==> src/rtl/rdp_pkg.sv <==
package rdp_pkg;

    localparam int LANE_W     = 8;
    localparam int LANES      = 2;
    localparam int DQ_W       = LANE_W * LANES;
    localparam int MIN_CL     = 2;
    localparam int MAX_CL     = 3;
    localparam int PIPE_DEPTH = MAX_CL;
    localparam int MASK_DELAY = 2;

    typedef logic [DQ_W-1:0]  dq_word_t;
    typedef logic [LANES-1:0] lane_vec_t;

    typedef struct packed {
        logic     vld;
        dq_word_t data;
    } beat_t;

    typedef enum logic {
        CL_TWO   = 1'b0,
        CL_THREE = 1'b1
    } cl_mode_t;

    // Stage whose register drives the pins for the chosen latency.
    function automatic int tap_of(cl_mode_t mode);
        return (mode == CL_THREE) ? (MAX_CL - 1) : (MIN_CL - 1);
    endfunction

    // Zero every byte lane whose enable is low.
    function automatic dq_word_t lane_gate(dq_word_t word, lane_vec_t en);
        dq_word_t res;
        for (int i = 0; i < LANES; i++) begin
            res[i*LANE_W +: LANE_W] = en[i] ? word[i*LANE_W +: LANE_W] : '0;
        end
        return res;
    endfunction

endpackage

==> src/rtl/rdp_suspend_gate.sv <==
module rdp_suspend_gate (
    input  logic clk,
    input  logic rst,
    input  logic cke,
    output logic adv
);
    // A low clock-enable sample removes the following internal edge.
    always_ff @(posedge clk) begin
        if (rst) adv <= 1'b1;
        else     adv <= cke;
    end
endmodule

==> src/rtl/rdp_beat_pipe.sv <==
module rdp_beat_pipe
    import rdp_pkg::*;
#(
    parameter int DEPTH = PIPE_DEPTH
) (
    input  logic                    clk,
    input  logic                    rst,
    input  logic                    adv,
    input  beat_t                   beat_in,
    output beat_t [DEPTH-1:0]       stage,
    output logic                    idle
);
    always_ff @(posedge clk) begin
        if (rst) begin
            stage <= '0;
        end else if (adv) begin
            stage[0] <= beat_in;
            for (int i = 1; i < DEPTH; i++) begin
                stage[i] <= stage[i-1];
            end
        end
    end

    always_comb begin
        idle = 1'b1;
        for (int i = 0; i < DEPTH; i++) begin
            if (stage[i].vld) idle = 1'b0;
        end
    end
endmodule

==> src/rtl/rdp_mask_pipe.sv <==
module rdp_mask_pipe
    import rdp_pkg::*;
#(
    parameter int DELAY = MASK_DELAY
) (
    input  logic      clk,
    input  logic      rst,
    input  logic      adv,
    input  lane_vec_t mask_in,
    output lane_vec_t mask_out
);
    lane_vec_t mq [DELAY];

    // Fixed delay, independent of the latency setting; frozen with the beats.
    always_ff @(posedge clk) begin
        if (rst) begin
            for (int i = 0; i < DELAY; i++) mq[i] <= '1;
        end else if (adv) begin
            mq[0] <= mask_in;
            for (int i = 1; i < DELAY; i++) mq[i] <= mq[i-1];
        end
    end

    assign mask_out = mq[DELAY-1];
endmodule

==> src/rtl/rdp_lane_drive.sv <==
module rdp_lane_drive
    import rdp_pkg::*;
(
    input  beat_t     tap,
    input  lane_vec_t mask,
    output lane_vec_t oe,
    output dq_word_t  dq
);
    for (genvar g = 0; g < LANES; g++) begin : g_lane
        assign oe[g] = tap.vld & ~mask[g];
    end

    assign dq = lane_gate(tap.data, oe);
endmodule

==> src/rtl/rdp_read_pipe.sv <==
module rdp_read_pipe
    import rdp_pkg::*;
(
    input  logic              clk,
    input  logic              rst,
    input  logic              cke,
    input  logic              rd_beat,
    input  logic              cl_sel,
    input  logic              dqm_hi,
    input  logic              dqm_lo,
    input  logic [DQ_W-1:0]   arr_data,
    output logic [DQ_W-1:0]   dq_out,
    output logic [LANES-1:0]  dq_oe
);
    logic                   adv;
    logic                   pipe_idle;
    beat_t                  beat_in;
    beat_t [PIPE_DEPTH-1:0] stage;
    beat_t                  tap;
    lane_vec_t              mask_in;
    lane_vec_t              mask_now;

    assign beat_in = '{vld: rd_beat, data: arr_data};
    assign mask_in = {dqm_hi, dqm_lo};

    rdp_suspend_gate u_gate (
        .clk (clk),
        .rst (rst),
        .cke (cke),
        .adv (adv)
    );

    rdp_beat_pipe #(.DEPTH(PIPE_DEPTH)) u_beats (
        .clk     (clk),
        .rst     (rst),
        .adv     (adv),
        .beat_in (beat_in),
        .stage   (stage),
        .idle    (pipe_idle)
    );

    rdp_mask_pipe #(.DELAY(MASK_DELAY)) u_masks (
        .clk      (clk),
        .rst      (rst),
        .adv      (adv),
        .mask_in  (mask_in),
        .mask_out (mask_now)
    );

    always_comb begin
        tap = stage[tap_of(cl_mode_t'(cl_sel))];
    end

    rdp_lane_drive u_drive (
        .tap  (tap),
        .mask (mask_now),
        .oe   (dq_oe),
        .dq   (dq_out)
    );
endmodule

==> config.mk <==
export PLATFORM = sky130hd
export DESIGN_NAME = rdp_read_pipe
export DESIGN_NICKNAME = d
export VERILOG_FILES = /design/src/rtl/rdp_pkg.sv /design/src/rtl/rdp_suspend_gate.sv /design/src/rtl/rdp_beat_pipe.sv /design/src/rtl/rdp_mask_pipe.sv /design/src/rtl/rdp_lane_drive.sv /design/src/rtl/rdp_read_pipe.sv
export SDC_FILE = /design/constraint.sdc
export NUM_CORES = 1
export LEC_CHECK = 0
export BUFFER_PORTS_ARGS = -buffer_cell sky130_fd_sc_hd__buf_2
export CAP_MARGIN = 5
export CORE_AREA = 2 2 84 66
export DETAILED_ROUTE_END_ITERATION = 12
export DIE_AREA = 0 0 86 68
export GPL_ROUTABILITY_DRIVEN = 1
export MAX_ROUTING_LAYER = met4
export PLACE_DENSITY = 0.72
export RECOVER_POWER = 100
export SYNTH_ARGS = -nofsm -noshare
export SYNTH_HDL_FRONTEND = slang
export SYNTH_SLANG_ARGS = --single-unit
==> constraint.sdc <==
create_clock -name clk -period 1.1 [get_ports clk]
set_input_delay 0.22 -clock clk [delete_from_list [all_inputs] [get_ports clk]]
set_output_delay 0.22 -clock clk [all_outputs]
set_load 0.01 [all_outputs]
# --- Word-level counts from Yosys, hierarchy flattened ---
# Memories as Yosys holds them, arrays and structs flattened.
# Index checks and enable logic that the tools add are counted.
word_totals:
  ff_bits: 52
  ram_bits: 4
  in_bits: 23
  output_inout_bits: 18
  wordCells: 28
  memories: 1
classes:
  n_lt_le_gt_ge: 1
  mux: 13
  bitwise: 6
mem_list:
  columns: ["memory", "words", "width", "read_ports", "rd_clocked_by_memory_dff", "write_ports", "line", "source"]
  rows:
  - ["u_masks.mq", 2, 2, 2, 0, 2, "rdp_mask_pipe.sv:12", "lane_vec_t mq [DELAY];"]
op_table:
  columns: ["op", "n"]
  rows:
  - ["binary-select mux 17 bit (select 2 bit)", 1]
  - ["two-way mux 17 bit", 2]
  - ["two-way mux 8 bit", 2]
  - ["two-way mux 2 bit", 3]
  - ["two-way mux 1 bit", 5]
  - ["< comparator 2 x 3 -> 1 bit (second input constant)", 1]
  - ["bitwise AND 1 bit", 2]
  - ["inverter 1 bit", 2]
  - ["bitwise OR 1 bit", 2]

# --- Longest topological paths before layout ---
logic_depth:
  word_depth: 6
  mapped_depth: 4
  mapped_depth_nobuf: 2

# --- Hierarchy ---
# Synthesis repeated with hierarchy kept, for this count alone.
unflattened:
  hier_cells: 217
  area_unflattened_um2: 2476.1
by_module_without_submodules:
  columns: ["mod", "n_inst", "cells_per_inst", "area_each_um2", "seq_area_each_um2"]
  rows:
  - ["rdp_beat_pipe", 1, 166, 1838.0, 1021.0]
  - ["rdp_read_pipe", 1, 19, 260.2, 0.0]
  - ["rdp_mask_pipe", 1, 11, 176.4, 120.1]
  - ["rdp_lane_drive", 1, 19, 175.2, 0.0]
  - ["rdp_suspend_gate", 1, 2, 26.3, 20.0]

# --- Least setup slack after synthesis ---
# No wires, ideal clock.
synth_timing:
  path_kind: "reg-to-output"
  from: "mem u_masks.mq[0][2] (netlist name)"
  to: "out dq_out[0]"
  arrival_ns: 0.915
  t_required_ns: 0.880
  setup_slack_ns: -0.035
  path_stages_with_launch: 4
  path_buffers: 1
  path_cell_list: "edfxtp_1 nand2b_1 clkbuf_2 o22ai_1"
synth_rtl:
  columns: ["item", "line", "source"]
  rows:
  - ["from (decl)", "rdp_mask_pipe.sv:12", null]
  - ["to (decl)", "rdp_read_pipe.sv:12", "output logic [DQ_W-1:0] dq_out,"]

==> impl_metrics.sql <==
INSERT INTO impl_metrics (metric_group, metric, value, unit) VALUES
('worst_setup_path', 'path_type_of_the_worst_setup_path', 'register to output pin', ''),
('die', 'io-pin-count', '41', ''),
('yosys', 'syn_nets', '263', ''),
('route', 'drt_first_iter_violations', '81', ''),
('yosys', 'synth-seq-cells', '56', ''),
('yosys', 'synthCells', '240', ''),
('worst_setup_path', 'startpoint_type', 'register', ''),
('grt', 'grt.overflow.total', '0', ''),
('grt', 'grt_pass1_vias', '1567', ''),
('yosys', 'post_synth_instance_area', '2356', 'um^2'),
('run_status', 'run_status', 'finished, violations left', ''),
('yosys', 'yosysUniqueCellTypes', '17', ''),
('route', 'wl_per_cell', '14.04', 'um'),
('route', 'drt-vias-per-instance', '5.123', ''),
('place', 'finalWeightedCongestion', '0.7218', ''),
('clocking', 'h-tree-depth', '2', ''),
('route', 'number_of_optimization_iterations_in_the_first_detailed_route_pass', '4', ''),
('power', 'post_layout_power', '3.761', 'mW'),
('timing', 'final_max_slew_viol_count', '0', ''),
('yosys', 'yosys_warnings', '0', ''),
('timing', 'final_min_period_over_clock_period', '143.8', '%'),
('grt', 'antenna_found_initial', '0', ''),
('flow_run', 'cap_violations', '0', ''),
('worst_setup_path', 'crit-reg2reg-launch', 'u_gate.adv', ''),
('power', 'power_density', '1315', 'nW/um^2'),
('timing', 'fin_ws', '-481.6', 'ps'),
('grt', 'grt_start_max_net_pins', '27', ''),
('yosys', 'synth-seq-area-share', '49.28', '%'),
('clocking', 'cts_hold_buf', '0', ''),
('yosys', 'synthDominantCellAreaShare', '44.18', '%'),
('place', 'place_inst', '332', ''),
('worst_setup_path', 'cp-startpoint', 'u_masks.mq[0][2]', ''),
('route', 'wl', '4800', 'um'),
('place', 'dp_hpwl', '3074', 'um'),
('yosys', 'post_synth.cell_area_avg', '9.817', 'um^2'),
('grt', 'grt_pass1_wl', '7590', 'um'),
('die', 'initial_utilization', '46.25', '%'),
('clocking', 'clk_root_buffer_cell', 'clkbuf_8', ''),
('clocking', 'clkLatencyLatePin', '300', 'ps'),
('final_layout', 'antenna-diode-count', '0', ''),
('final_layout', 'drive_above_1_share', '28.21', '%'),
('timing', 'headroom_to_the_max_slew_limit', '71.64', '%'),
('route', 'drc_errors', '0', ''),
('die', 'fp.dieH', '68', 'um'),
('die', 'dieWidth', '86', 'um'),
('die', 'floorplan_core_area', '5094', 'um^2'),
('clocking', 'cts_setup_buffers', '0', ''),
('clocking', 'cts_inserted_buffers', '5', ''),
('route', 'final_antenna_net_count', '0', ''),
('clocking', 'clkTransAtPathRegs', '90', 'ps'),
('hold_path', 'class_of_the_tightest_hold_or_removal_check', 'primary input to register', ''),
('timing', 'hold_viol', '0', ''),
('worst_setup_path', 'critical_path.max_fanout', '8', ''),
('final_layout', 'stdcell_count', '342', ''),
('final_layout', 'area_growth_syn_to_layout', '21.40', '%'),
('worst_setup_path', 'critPathCaptureType', 'output pin', ''),
('clocking', 'clock_tree_from_tritoncts', 'built', ''),
('final_layout', 'fin_nets', '302', ''),
('timing', 'finClkSkew', '8.531', 'ps'),
('worst_setup_path', 'worst_ep_required_time', '880', 'ps'),
('timing', 'period_needed', '1582', 'ps'),
('yosys', 'synth_area_leaders', 'dfxtp_1 (44%), mux2i_1 (22%), nor2_1 (8.4%)', ''),
('die', 'floorplan.die_area', '5848', 'um^2'),
('worst_setup_path', 'crit_arrival', '1360', 'ps'),
('timing', 'max_slew.worst_pin.slew', '424.9', 'ps'),
('hold_path', 'worst_hold_startpoint', 'cke', ''),
('final_layout', 'highest_count_cells_in_the_layout_ignoring_fill_and_taps', 'nor2_1 (53), mux2i_1 (51), dfxtp_1 (50)', ''),
('power', 'irDropWorstVdd', '0.0007279', 'V'),
('final_layout', 'mostFrequentLayoutCell', 'nor2_1', ''),
('timing', 'finalHoldWorstSlack', '125.7', 'ps'),
('yosys', 'yosys.area.top_type', 'dfxtp_1', ''),
('run_status', 'failed_checks', 'negative setup slack', ''),
('clocking', 'tritoncts_num_sinks', '56', ''),
('die', 'std_cell_rows', '23', ''),
('timing', 'report.final.setup_viol', '76', ''),
('route', 'vias', '1752', ''),
('grt', 'gr-usage-all-layers', '17.12', '%'),
('clocking', 'cts_max_path_buffers', '2', ''),
('timing', 'achievable-frequency', '632.3', 'MHz'),
('timing', 'setup_repair_after_global_routing_missed_its_margin', 'true', ''),
('power', 'total_leakage_power', '1.364', 'nW'),
('place', 'number_of_buffers_added_on_ports', '40', '');
==> cell families (layout without fill, tap and decap cells) <==
family / Yosys count / count (layout) / share of synthesized area [%]
buffers and inverters: 20 / 60 / 7.275
AOI/OAI and AO/OA: 16 / 16 / 4.779
DFF: 56 / 56 / 49.28
muxes: 52 / 52 / 22.09
and+or+nand+nor: 96 / 96 / 16.57
==> cell usage after synthesis <==
library cell / n
buf_6: 3
buf_8: 5
o22ai_2: 2
clkbuf_2: 2
edfxtp_1: 4
nand2_1: 32
buf_2: 3
clkbuf_1: 4
nor2_1: 53
nand2b_1: 6
or2_1: 3
and2b_2: 1
buf_4: 3
dfxtp_1: 52
or2_2: 1
mux2i_1: 52
o22ai_1: 14
==> worst paths after layout <==
check | to | slack, ps | depth (start not counted)
max reg2reg | u_beats.stage[28] | -120 | 3
max | dq_out[7] | -480 | 3
min | u_gate.adv | 130 | 2
min reg2reg | u_beats.stage[14] | 500 | 2
==> per-stage QoR <==
stage	setup slack [ps]	area, um^2	utilization (%)	setup TNS [ps]
2_1_floorplan	-35.25	2359	-	-514.0
6_report	-481.6	2860	56.15	-11880
5_1_grt	-551.9	2860	56.15	-16090
3_5_place_dp	-231.8	2604	51.12	-3198
4_1_cts	-446.0	2828	55.51	-7332
3_3_place_gp	-243.3	2604	51.12	-3147
==> sequential cells by signal, summed over array words and instances (netlist names) <==
name,cells
u_beats.stage,51
u_masks.mq,4
u_gate.adv,1
==> cell type report <==
class / count / area, um^2
Fill cell: 441 / 2233
Sequential cell: 56 / 1166
Multi-Input combinational cell: 164 / 1112
Timing Repair Buffer: 52 / 407.9
Clock buffer: 6 / 82.58
Tap cell: 62 / 77.57
Clock inverter: 2 / 13.76
==> critical path: stages, from the launching register on <==
cell and delay [ps]:
edfxtp_1 420, or2_4 300, o22ai_1 170, buf_2 170
==> power by group <==
part           switching [mW]  internal, mW  total (mW)
logic                   0.185         0.211       0.396
clock network           0.637         0.516        1.15
registers              0.0648          2.15        2.21
==> per-layer routing <==
metal	vias up	routed length [um]	GRT usage, %
met1	840	2439	24.29
met5	-	0	-
met2	33	2144	25.58
met4	0	27	3.175
li1	877	-	-
met3	2	188	3.498
==> repair_timing <==
item,in CTS,in global routing
gates resized for setup,15,7
endpoints found under the setup margin,18,31
pin swaps,2,2
gates cloned,2,0
Note: power is estimated with default switching activity, not from simulation.
